--- src/rtl/vqPkg.sv ---
package vqPkg;
  parameter int unsigned VQ_OUTPUTS = 4;
  parameter int unsigned VQ_SLOTS   = 8;
  parameter int unsigned VQ_CELL_W  = 16;

  localparam int unsigned DEST_W = (VQ_OUTPUTS > 1) ? $clog2(VQ_OUTPUTS) : 1;
  localparam int unsigned SLOT_W = (VQ_SLOTS > 1) ? $clog2(VQ_SLOTS) : 1;
  localparam int unsigned CNT_W  = $clog2(VQ_SLOTS + 1);

  typedef logic [SLOT_W-1:0] slot_t;
  typedef logic [CNT_W-1:0]  cnt_t;

  typedef struct packed {
    logic  cellWr;     // store incoming cell
    slot_t cellAddr;
    logic  linkWr;     // chain new slot behind a tail
    slot_t linkAddr;
    slot_t linkData;
    logic  freeWr;     // return a released slot to the ring
    slot_t freeWrAddr;
    slot_t freeData;
    slot_t freeRdAddr; // ring position of next free slot
    logic  rdEn;       // read a head cell out
    slot_t rdAddr;
  } vqStrobe_t;
endpackage

--- src/rtl/vqDatapath.sv ---
module vqDatapath
  import vqPkg::*;
(
  input  logic                 clk,
  input  logic                 rstN,
  input  vqStrobe_t            strobe,
  input  logic [VQ_CELL_W-1:0] wrData,
  output slot_t                freeHead,
  output slot_t                linkNext,
  output logic                 rdValid,
  output logic [VQ_CELL_W-1:0] rdData
);
  logic [VQ_CELL_W-1:0] cellMem [VQ_SLOTS];
  slot_t                linkMem [VQ_SLOTS];
  slot_t                freeMem [VQ_SLOTS];

  assign freeHead = freeMem[strobe.freeRdAddr];
  assign linkNext = linkMem[strobe.rdAddr];

  always_ff @(posedge clk) begin
    if (strobe.cellWr) cellMem[strobe.cellAddr] <= wrData;
    if (strobe.linkWr) linkMem[strobe.linkAddr] <= strobe.linkData;
  end

  // Free ring starts out holding every slot index.
  always_ff @(posedge clk) begin
    if (!rstN) begin
      for (int i = 0; i < VQ_SLOTS; i++) freeMem[i] <= slot_t'(i);
    end else if (strobe.freeWr) begin
      freeMem[strobe.freeWrAddr] <= strobe.freeData;
    end
  end

  always_ff @(posedge clk) begin
    if (!rstN) begin
      rdValid <= 1'b0;
      rdData  <= '0;
    end else begin
      rdValid <= strobe.rdEn;
      if (strobe.rdEn) rdData <= cellMem[strobe.rdAddr];
    end
  end

  // Store and readout never target one slot in the same cycle.
  p_no_slot_clash_r4: assert property (@(posedge clk) disable iff (!rstN)
    (strobe.cellWr && strobe.rdEn) |-> (strobe.cellAddr != strobe.rdAddr));
endmodule

--- src/rtl/vqControl.sv ---
module vqControl
  import vqPkg::*;
(
  input  logic                  clk,
  input  logic                  rstN,
  input  logic                  wrValid,
  input  logic [DEST_W-1:0]     wrDest,
  input  logic [VQ_OUTPUTS-1:0] grant,
  input  slot_t                 freeHead,
  input  slot_t                 linkNext,
  output vqStrobe_t             strobe,
  output cnt_t                  occ [VQ_OUTPUTS],
  output logic                  full,
  output logic                  grantErr
);
  slot_t headPtr [VQ_OUTPUTS];
  slot_t tailPtr [VQ_OUTPUTS];
  slot_t freeRd, freeWr;
  cnt_t  freeCnt;

  logic [DEST_W-1:0] gIdx;
  logic              gOne, deq, enq, destOk, sameQ;

  always_comb begin
    gIdx = '0;
    for (int j = 0; j < VQ_OUTPUTS; j++)
      if (grant[j]) gIdx = DEST_W'(j);
  end

  assign gOne   = $onehot(grant);
  assign deq    = gOne && (occ[gIdx] != '0);
  assign destOk = (32'(wrDest) < VQ_OUTPUTS);
  assign enq    = wrValid && destOk && (freeCnt != '0);
  assign sameQ  = deq && enq && (gIdx == wrDest);
  assign full   = (freeCnt == '0);

  always_comb begin
    strobe            = '0;
    strobe.cellWr     = enq;
    strobe.cellAddr   = freeHead;
    strobe.linkWr     = enq && (occ[wrDest] != '0) && !(sameQ && occ[wrDest] == cnt_t'(1));
    strobe.linkAddr   = tailPtr[wrDest];
    strobe.linkData   = freeHead;
    strobe.freeWr     = deq;
    strobe.freeWrAddr = freeWr;
    strobe.freeData   = headPtr[gIdx];
    strobe.freeRdAddr = freeRd;
    strobe.rdEn       = deq;
    strobe.rdAddr     = headPtr[gIdx];
  end

  for (genvar j = 0; j < VQ_OUTPUTS; j++) begin : g_queue
    logic addHere, takeHere;
    assign addHere  = enq && (wrDest == DEST_W'(j));
    assign takeHere = deq && (gIdx == DEST_W'(j));

    always_ff @(posedge clk) begin
      if (!rstN) begin
        occ[j]     <= '0;
        headPtr[j] <= '0;
        tailPtr[j] <= '0;
      end else begin
        occ[j] <= occ[j] + cnt_t'(addHere) - cnt_t'(takeHere);
        if (takeHere) begin
          if (occ[j] != cnt_t'(1))  headPtr[j] <= linkNext;
          else if (addHere)         headPtr[j] <= freeHead;
        end else if (addHere && occ[j] == '0) begin
          headPtr[j] <= freeHead;
        end
        if (addHere) tailPtr[j] <= freeHead;
      end
    end
  end

  always_ff @(posedge clk) begin
    if (!rstN) begin
      freeRd   <= '0;
      freeWr   <= '0;
      freeCnt  <= cnt_t'(VQ_SLOTS);
      grantErr <= 1'b0;
    end else begin
      if (enq) freeRd <= (32'(freeRd) == VQ_SLOTS - 1) ? '0 : freeRd + 1'b1;
      if (deq) freeWr <= (32'(freeWr) == VQ_SLOTS - 1) ? '0 : freeWr + 1'b1;
      freeCnt  <= freeCnt + cnt_t'(deq) - cnt_t'(enq);
      if ((grant != '0) && !deq) grantErr <= 1'b1;
    end
  end

  logic [CNT_W+DEST_W:0] occSum;
  always_comb begin
    occSum = '0;
    for (int j = 0; j < VQ_OUTPUTS; j++) occSum = occSum + (CNT_W+DEST_W+1)'(occ[j]);
  end

  p_slot_conservation_r5: assert property (@(posedge clk) disable iff (!rstN)
    (32'(occSum) + 32'(freeCnt)) == VQ_SLOTS);
  p_err_sticky_r7: assert property (@(posedge clk) disable iff (!rstN)
    grantErr |=> grantErr);
  p_same_queue_hold_r6: assert property (@(posedge clk) disable iff (!rstN)
    sameQ |=> (occ[$past(gIdx)] == $past(occ[gIdx])));
  p_full_refuses_r5: assert property (@(posedge clk) disable iff (!rstN)
    (full && grant == '0) |=> (freeCnt == '0));
endmodule

--- src/rtl/vqInputBuffer.sv ---
module vqInputBuffer
  import vqPkg::*;
(
  input  logic                        clk,
  input  logic                        rstN,
  input  logic                        wrValid,
  input  logic [DEST_W-1:0]           wrDest,
  input  logic [VQ_CELL_W-1:0]        wrData,
  output logic                        full,
  output logic [VQ_OUTPUTS-1:0]       reqVec,
  output logic [VQ_OUTPUTS*CNT_W-1:0] occFlat,
  input  logic [VQ_OUTPUTS-1:0]       grant,
  output logic                        rdValid,
  output logic [VQ_CELL_W-1:0]        rdData,
  output logic                        grantErr
);
  vqStrobe_t strobe;
  slot_t     freeHead, linkNext;
  cnt_t      occ [VQ_OUTPUTS];

  vqControl u_ctrl (
    .clk(clk), .rstN(rstN), .wrValid(wrValid), .wrDest(wrDest), .grant(grant),
    .freeHead(freeHead), .linkNext(linkNext), .strobe(strobe), .occ(occ),
    .full(full), .grantErr(grantErr)
  );

  vqDatapath u_dp (
    .clk(clk), .rstN(rstN), .strobe(strobe), .wrData(wrData),
    .freeHead(freeHead), .linkNext(linkNext), .rdValid(rdValid), .rdData(rdData)
  );

  for (genvar j = 0; j < VQ_OUTPUTS; j++) begin : g_out
    assign reqVec[j]                 = (occ[j] != '0);
    assign occFlat[j*CNT_W +: CNT_W] = occ[j];
  end

  p_grant_served_r3: assert property (@(posedge clk) disable iff (!rstN)
    ($onehot(grant) && (grant & reqVec) != '0) |=> rdValid);
  p_bad_grant_ignored_r7: assert property (@(posedge clk) disable iff (!rstN)
    ((grant != '0) && !($onehot(grant) && (grant & reqVec) != '0)) |=> (!rdValid && grantErr));
  p_no_grant_no_read_r3: assert property (@(posedge clk) disable iff (!rstN)
    (grant == '0) |=> !rdValid);
endmodule

--- config.mk ---
export PLATFORM = sky130hd
export DESIGN_NAME = vqInputBuffer
export DESIGN_NICKNAME = d
export VERILOG_FILES = /design/src/rtl/vqPkg.sv /design/src/rtl/vqDatapath.sv /design/src/rtl/vqControl.sv /design/src/rtl/vqInputBuffer.sv
export SDC_FILE = /design/constraint.sdc
export NUM_CORES = 1
export LEC_CHECK = 0
export BUFFER_PORTS_ARGS = -buffer_cell sky130_fd_sc_hd__buf_2
export CAP_MARGIN = 20
export CORE_UTILIZATION = 50
export CTS_BUF_LIST = sky130_fd_sc_hd__clkbuf_8
export CTS_CLUSTER_SIZE = 28
export DETAILED_ROUTE_END_ITERATION = 10
export PLACE_DENSITY_LB_ADDON = 0.2
export SETUP_SLACK_MARGIN = 0.3
export SLEW_MARGIN = 20
export SYNTH_ARGS = -nofsm -noshare
export SYNTH_HDL_FRONTEND = slang
export SYNTH_SLANG_ARGS = --single-unit
--- constraint.sdc ---
create_clock -name clk -period 8.3 [get_ports clk]
set_input_delay 0.415 -clock clk [delete_from_list [all_inputs] [get_ports clk]]
set_output_delay 0.415 -clock clk [all_outputs]
set_load 0.02 [all_outputs]
Yosys cells after proc, flatten, opt, wreduce, memory -nomap -nowiden
Memory sizes are Yosys's and may differ from the RTL's. A register that Yosys moved wholly into a read port is not among the register bits.
Index checks and enable logic that the tools add are counted.
{"block": "word_totals", "ff_bits": 28, "ram_bits": 200, "inputBits": 25, "word_cells": 203, "memories": 5}
{"name": "u_dp.cellMem", "words": 8, "width": 16, "rd": 1, "rd_ports_with_merged_regs": 1, "wr": 1, "line": "vqDatapath.sv:13", "source": "logic [VQ_CELL_W-1:0] cellMem [VQ_SLOTS];"}
{"name": "u_dp.freeMem", "words": 8, "width": 3, "rd": 1, "rd_ports_with_merged_regs": 1, "wr": 8, "line": "vqDatapath.sv:15", "source": "slot_t freeMem [VQ_SLOTS];"}
{"name": "u_dp.linkMem", "words": 8, "width": 3, "rd": 1, "rd_ports_with_merged_regs": 0, "wr": 1, "line": "vqDatapath.sv:14", "source": "slot_t linkMem [VQ_SLOTS];"}
{"name": "u_ctrl.headPtr", "words": 4, "width": 3, "rd": 1, "rd_ports_with_merged_regs": 0, "wr": 4, "line": "vqControl.sv:16", "source": "slot_t headPtr [VQ_OUTPUTS];"}
{"name": "u_ctrl.tailPtr", "words": 4, "width": 3, "rd": 1, "rd_ports_with_merged_regs": 0, "wr": 4, "line": "vqControl.sv:17", "source": "slot_t tailPtr [VQ_OUTPUTS];"}
{"block": "classes", "n_addsub": 15, "n_lt_le_gt_ge": 2, "eq_ne": 15, "muxes": 100, "bitwise": 18, "n_reduce_logical": 39}
{"op": "$mux 1", "n": 70}
{"op": "$mux 3", "n": 22}
{"op": "$reduce_bool 4->1", "n": 8}
{"op": "$add 4x1->4", "n": 5}
{"op": "$logic_and 1x1->1", "n": 20}
{"op": "$logic_not 4->1", "n": 5}
{"op": "$sub 4x1->4", "n": 5}
{"op": "$bmux 4 s2", "n": 2}
{"op": "$mux 4", "n": 4}
{"op": "$ne 4x1->1 const B", "n": 4}
{"op": "$or 1x1->1", "n": 16}
{"op": "$eq 2x2->1 const B", "n": 4}
{"op": "$add 3x1->3 const B", "n": 2}
{"op": "$eq 3x3->1 const B", "n": 2}
{"op": "$ge 3x3->1 const B", "n": 2}
{"op": "$not 2->3", "n": 2}
{"op": "$add 1x1->2", "n": 2}
{"op": "$eq 2x1->1 const B", "n": 2}
{"op": "$eq 4x1->1 const B", "n": 1}
{"op": "$logic_not 2->1", "n": 2}
{"op": "$mux 2", "n": 2}
{"op": "$add 3x3->3", "n": 1}
{"op": "$eq 3x1->1 const B", "n": 1}
{"op": "$logic_not 1->1", "n": 3}
{"op": "2 further kinds", "n": 2}

Depth between registers and ports, before layout
Gate-level depths: netlist (run 1).
{"block": "logic_depth", "word_depth": 16, "ltp_mapped": 14}

Modules after synthesis
A second synthesis (run 1) with hierarchy kept.
{"block": "hier_totals", "cells_unflattened": 782, "hier_area_um2": 11154.4}
{"mod": "vqDatapath", "n_inst": 1, "cells_each": 437, "area_each_um2": 7646.1}
{"mod": "vqControl", "n_inst": 1, "cells_each": 341, "area_each_um2": 3478.3}
{"mod": "vqInputBuffer", "n_inst": 1, "cells_each": 4, "area_each_um2": 30.0}

Worst setup path before layout (run 1)
No wires, ideal clock.
{"block": "synth_path", "kind": "input to register", "startpoint": "input port grant[3]", "endpoint": "register u_ctrl.occ[2] in the netlist's numbering", "arrival_time_ns": 3.347, "t_required_ns": 8.185, "setup_slack_ns": 4.839, "path_stages": 13, "path_buffers": 0, "path_cell_list": "inv_2 -> ha_1 -> ha_1 -> fa_1 -> nor4b_2 -> nor3b_1 -> ha_1 -> inv_1 -> ha_1 -> inv_1 -> fa_1 -> xnor2_1 -> and2_1"}
{"block": "synth_via", "elab_chain_len": 9, "word_cells_on_any_way": 13, "classes_between": "add/sub: 3; eq/ne: 2; mux: 4; bitwise: 1; reduce/logical: 3"}
{"item": "start, declared", "line": "vqInputBuffer.sv:12", "source": "input logic [VQ_OUTPUTS-1:0] grant,"}
{"item": "$mux 2", "line": "vqControl.sv:27", "source": "if (grant[j]) gIdx = DEST_W'(j);"}
{"item": "$not 2->3 (implied by the code)", "line": "vqControl.sv:31", "source": "assign deq = gOne && (occ[gIdx] != '0);"}
{"item": "$bmux 4 s2", "line": "vqControl.sv:31"}
{"item": "$mux 4 (implied by the code) (2 in a row)", "line": "vqControl.sv:31"}
{"item": "$reduce_bool 4->1", "line": "vqControl.sv:31"}
{"item": "$logic_and 1x1->1", "line": "vqControl.sv:31"}
{"item": "$logic_and 1x1->1 (*)", "line": "vqControl.sv:55", "source": "assign takeHere = deq && (gIdx == DEST_W'(j));"}
{"item": "$sub 4x1->4 (*)", "line": "vqControl.sv:63", "source": "occ[j] <= occ[j] + cnt_t'(addHere) - cnt_t'(takeHere);"}
{"item": "end signal, assigned by index", "line": "vqControl.sv:63"}
{"item": "end, declared", "line": "vqControl.sv:12", "source": "output cnt_t occ [VQ_OUTPUTS],"}
Mark *: on every way between the ends. The rest lies on a longest branch, timed or not. The select of a mux whose other input is x is not followed.
A chain may end at the register's enable or synchronous reset.

==> results of run 1 <==
metal layers:
layer / wire, um / track usage, % / vias to the layer above / share of wire [%]
li1: - / - / 3262 / -
met1: 10100 / 27.3 / 3374 / 42
met2: 11700 / 35.5 / 257 / 48
met3: 1740 / 4.75 / 54 / 7.2
met4: 612 / 8.08 / 2 / 2.5
met5: 16 / 0 / - / 0.066
registers in the layout, indices dropped and copies added (netlist names), named ones only:
name             cells
u_ctrl.occ          16
u_dp.rdValid         1
u_ctrl.freeRd        3
u_ctrl.freeCnt       4
u_ctrl.headPtr      12
u_ctrl.grantErr      1
u_dp.linkMem        24
u_ctrl.tailPtr      12
u_dp.freeMem        24
u_ctrl.freeWr        3
u_dp.rdData         16
u_dp.cellMem       128
critical path, stage by stage:
cell and delay (ps):
buf_2 140, inv_2 160, ha_1 260, ha_1 210, fa_1 480, nor4b_2 390
o211ai_2 310, nand2_1 230, buf_4 420, nand2_1 210, o31ai_1 520
cells by family (layout without fill, tap and decap cells):
kind of cell | count (synthesis) | in the layout | synth area share, %
AO/OA/AOI/OAI | 114 | 114 | 7.51
other | 0 | 1 | 0
XOR/XNOR | 16 | 16 | 1.24
adder cells (fa/ha/maj) | 42 | 42 | 5.04
buffers and inverters | 86 | 197 | 3.59
AND/OR/NAND/NOR | 210 | 210 | 9.62
flip-flops | 247 | 247 | 61.3
multiplexers | 115 | 115 | 11.7
cell usage in the layout, fill, tap and decap left out, types with 19 or more instances in the layout:
master    count
nand4_1      19
clkbuf_8     51
nand2_1      51
mux2_2       33
dfxtp_1      47
nand3_1      26
edfxtp_1    200
inv_1        49
mux2i_1      70
nor2_1       42
and2_1       20
buf_2        63
o21ai_0      29
ha_1         36
area by class of cell:
type	count	area (sq um)	area share, %
clock inverter	24	205	1.60
inverter	44	165	1.29
multi-input combinational	497	4000	31.3
tap	280	350	2.74
antenna	1	2.50	0.0196
sequential	247	6950	54.3
clock buffer	51	702	5.48
timing repair buffer	78	428	3.34
metrics by stage:
step	setup slack, ps	hold slack, ps	total power [W]	std cells
after detailed placement	4200	460	0.00238	1146
final	4740	133	0.00351	1222
after floorplan	4840	464	0.00214	830
after global placement	4430	452	0.00235	1146
after CTS	4770	100	0.00354	1221
after global routing	4550	113	0.00367	1221
where the power goes:
part	internal [W]	switching, W
logic	0.000305	0.000507
clock network	0.000657	0.000495
registers	0.00148	0.0000607
total	0.00245	0.00106
synth_stat cells, types with 7 or more instances:
cell | number | area [sq um]
o21ai_1 | 11 | 55.1
clkbuf_1 | 21 | 78.8
nor2b_1 | 13 | 81.3
dfxtp_1 | 47 | 941
edfxtp_1 | 200 | 6010
nand2_1 | 51 | 191
o21ai_0 | 30 | 150
o22ai_1 | 10 | 62.6
nor3_1 | 10 | 50.1
nor2_1 | 42 | 158
and2_1 | 20 | 125
mux4_2 | 10 | 225
ha_1 | 36 | 450
nand4_1 | 19 | 119
inv_1 | 43 | 161
a221oi_2 | 16 | 240
a21oi_1 | 16 | 80.1
xor2_1 | 7 | 61.3
xnor2_1 | 9 | 78.8
nand2b_1 | 7 | 43.8
buf_2 | 12 | 60.1
mux2i_1 | 70 | 701
nand3_1 | 26 | 130
mux2_2 | 33 | 372
nor3b_1 | 7 | 52.6
path summary, 6_finish.rpt:
| check | start | slack, ps | end | cells past startpoint |
|---|---|---|---|---|
| max | grant[3] | 4740 | u_dp.freeMem[2][2] | 11 |
| min | wrData[7] | 130 | u_dp.cellMem[1][7] | 1 |
| max reg2reg | u_ctrl.freeCnt[2] | 5210 | u_ctrl.freeCnt[2] | 11 |
| min reg2reg | u_ctrl.grantErr | 490 | u_ctrl.grantErr | 1 |
==> results.yml, run 1 <==
status:
  outcome: "finished, violations left"
  violations: "DRC"
die:
  dieArea_sq_um: 23300
  dieWidth_um: 153
  core_area_sq_um: 22000
  rows: 54
  start_util_pct: 51.4
  io-pin-count: 64
  die_y_um: 153
synthesis:
  synth_area_per_cell_sq_um: 13.7
  syn_area_sq_um: 11300
  yosys_warnings: 0
  synth_enable_flop_cells: 200
  synth_seq_cells: 247
  seq_area_frac_synth_pct: 61.3
  synthFlopType: "edfxtp_1"
  synth.distinct_cells: 59
  ys_async_sr_fraction_pct: 0
  syn_nets: 897
  syn_inst: 830
worst_setup_path:
  path_max_fanout: 28
  startpoint_type: "input port"
  end_kind: "flip-flop"
  criticalPathCategory: "input port to flip-flop"
  required_ps: 8480
  cp.arrival_ps: 3750
cts:
  clk_pin_slew_ps: 60
  postCtsSetupBuffers: 0
  clock_path_buffers: 3
  clkLatencyLatePin_ps: 550
  numCtsBuffers: 41
  cts.htree.levels: 2
  cts-root-buf: "clkbuf_8"
  cts_tree: "yes"
  cts-resized-gates: 0
  clock_sinks: 247
  ctsHoldBuffers: 0
timing:
  fmax_mhz: 281
  period_needed_ps: 3560
  finClkSkew_ps: 14.2
  finalMaxSlewViolations: 0
  rsz0062_at_grt: "no"
  tns_ps: 0
  setup_violations: 0
  min_period_over_period_pct: 43.0
  timing.slew.headroom_pct: 37.2
  hold_viol: 0
  worstMarginPinSlew_ps: 942
drt:
  first_iter_violations: 560
  wl_um: 24200
  first_pass_iters: 8
  routedWlPerCell_um: 19.8
  routed_via_density: 5.69
  drc_errors: 6
  num_vias: 6949
  ant_nets: 0
layout:
  postLayoutCellArea_sq_um: 12800
  fill_cells: 1737
  drive_gt1_share_pct: 23.1
  fin_nets: 976
  areaGrowthSynthToFinish_pct: 13.0
  utilization_pct: 58.1
pwr:
  p_per_area_nw_per_um2: 274
  vdd_drop_max_mv: 0.153
  p_leak_nw: 4.83
place:
  place_hpwl_um: 15300
  gp_congestion: 0.851
  dpl_cell_area_sq_um: 11900
  portBuffers: 63
global_route:
  antenna_found_initial: 3
  overflow: 0
  grt_max_degree: 73
  grt_pass1_wl_um: 38200
  grt_pass1_vias: 7121
  grt_usage_pct: 21.3
flow_run:
  drv_cap: 0
hold_path:
  min_path_type: "input port to flip-flop"
No activity file was read; power rests on OpenSTA's default activity.
==> inputs of run 2 (changes only) <==
clock period = 3.05 ns   (was 8.3 ns; I/O delays follow)
==> results.yml, run 2 (same netlist as run 1, synthesis figures left out) <==
status:
  outcome: "finished, violations left"
  violations: "DRC"
place:
  portBuffers: 63
  placed_cells: 1184
  place_hpwl_um: 16200
  gp_congestion: 0.888
global_route:
  grt_pass1_wl_um: 39500
  grt_usage_pct: 21.8
  grt_pass1_vias: 7605
  antenna_found_initial: 0
  grt_max_degree: 41
  overflow: 0
timing:
  rsz0062_at_grt: "yes"
  finalMaxSlewViolations: 0
  setup_violations: 0
  period_needed_ps: 2640
  timing.slew.headroom_pct: 57.2
  hold_viol: 0
  finClkSkew_ps: 17.4
  fmax_mhz: 379
  min_period_over_period_pct: 86.5
  worstMarginPinSlew_ps: 641
pwr:
  p_per_area_nw_per_um2: 703
  total_power_w: 0.00933
  vdd_drop_max_mv: 0.419
  p_leak_nw: 5.07
die:
  dieWidth_um: 153
  start_util_pct: 51.4
  dieArea_sq_um: 23300
  io-pin-count: 64
  rows: 54
  die_y_um: 153
  core_area_sq_um: 22000
layout:
  largest_register: "u_dp.cellMem"
  fin_nets: 1030
  layout_common_cells: "edfxtp_1 (200), mux2i_1 (70), buf_2 (62)"
  drive_gt1_share_pct: 25.8
  diodes: 0
  multi_input_area_sq_um: 4100
  areaGrowthSynthToFinish_pct: 17.2
  stdcell_count: 1276
  largest_reg_flops: 128
  fill_cells: 1722
  final_common_cell: "edfxtp_1"
  seqCellArea_sq_um: 6950
  reg_top3: "u_dp.cellMem x128, u_dp.freeMem x24, u_dp.linkMem x24"
worst_setup_path:
  path_max_fanout: 8
  ff2ff_path_depth: 8
  end_kind: "flip-flop"
  required_ps: 3230
  criticalPathCategory: "flip-flop to flip-flop"
  cp.arrival_ps: 2820
  startpoint_type: "flip-flop"
cts:
  clock_path_buffers: 3
  clock_sinks: 247
  numCtsBuffers: 41
  cts.htree.levels: 2
  cts-root-buf: "clkbuf_8"
  clkLatencyLatePin_ps: 550
  clk_pin_slew_ps: 60
  cts_tree: "yes"
  postCtsSetupBuffers: 0
drt:
  wl_um: 24700
  drc_errors: 1
  ant_nets: 0
  routedWlPerCell_um: 19.4
  first_iter_violations: 531
  routed_via_density: 5.65
  num_vias: 7208
  first_pass_iters: 8
hold_path:
  whs_path_depth: 5
  min_path_type: "input port to flip-flop"
flow_run:
  drv_cap: 0
==> run 2: routing by layer <==
metal	GRT usage [%]	vias to the layer above	part of all wire, %	wire length, um
met4	6.93	0	1.9	460
met3	4.29	42	6.4	1590
met2	36.9	232	49	12200
met1	28.3	3554	42	10500
met5	0	-	0	0
li1	-	3380	-	-
==> run 2: layout make-up <==
cell class / instances / area share (%)
flip-flops and latches: 247 / 52.3
multi-input cells: 497 / 30.8
repair buffers: 132 / 6.97
clock buffers: 44 / 4.56
well taps: 280 / 2.64
inverters: 44 / 1.38
clock inverters: 32 / 1.32
==> run 2: critical path, stage by stage (launching register included) <==
cell and delay [ps]:
dfxtp_1 380, nor4_1 340, buf_4 190, o21ai_0 140, o211ai_2 120, buf_4 160, a211oi_1 70, o21a_1 290
nor3b_1 580
==> run 2: repair_timing <==
item / CTS / global route
resized for setup: 0 / 4
endpoints found under the setup margin: 0 / 3
hold buffers: 16 / 0
endpoints found under the hold margin: 128 / 0
==> run 2: stage by stage <==
step,setup slack (ps),instance area (sq um),util [%],hold WS [ps],TNS [ps]
floorplan,179,11400,-,251,0
global placement,-142,12300,55.9,409,-618
detailed placement,-184,12300,55.9,426,-1840
CTS,390,13300,60.2,116,0
global route,300,13300,60.3,148,0
finish,411,13300,60.3,137,0
==> run 2: power breakdown <==
| group | switching, W | total, W | internal (W) | leakage (nW) |
|---|---|---|---|---|
| sequential | 0.000169 | 0.00421 | 0.00404 | 2.22 |
| combinational | 0.00142 | 0.00238 | 0.000956 | 2.39 |
| clock | 0.00132 | 0.00275 | 0.00143 | 0.459 |
| total | 0.00290 | 0.00933 | 0.00643 | 5.07 |
==> run 2: worst paths after layout <==
kind | from | end | slack, ps
max | u_ctrl.occ[1] | u_dp.linkMem[3][1] | 410
max reg2reg | u_ctrl.occ[1] | u_dp.linkMem[3][1] | 410
min reg2reg | u_ctrl.grantErr | u_ctrl.grantErr | 470
min | wrValid | flip-flop | 140
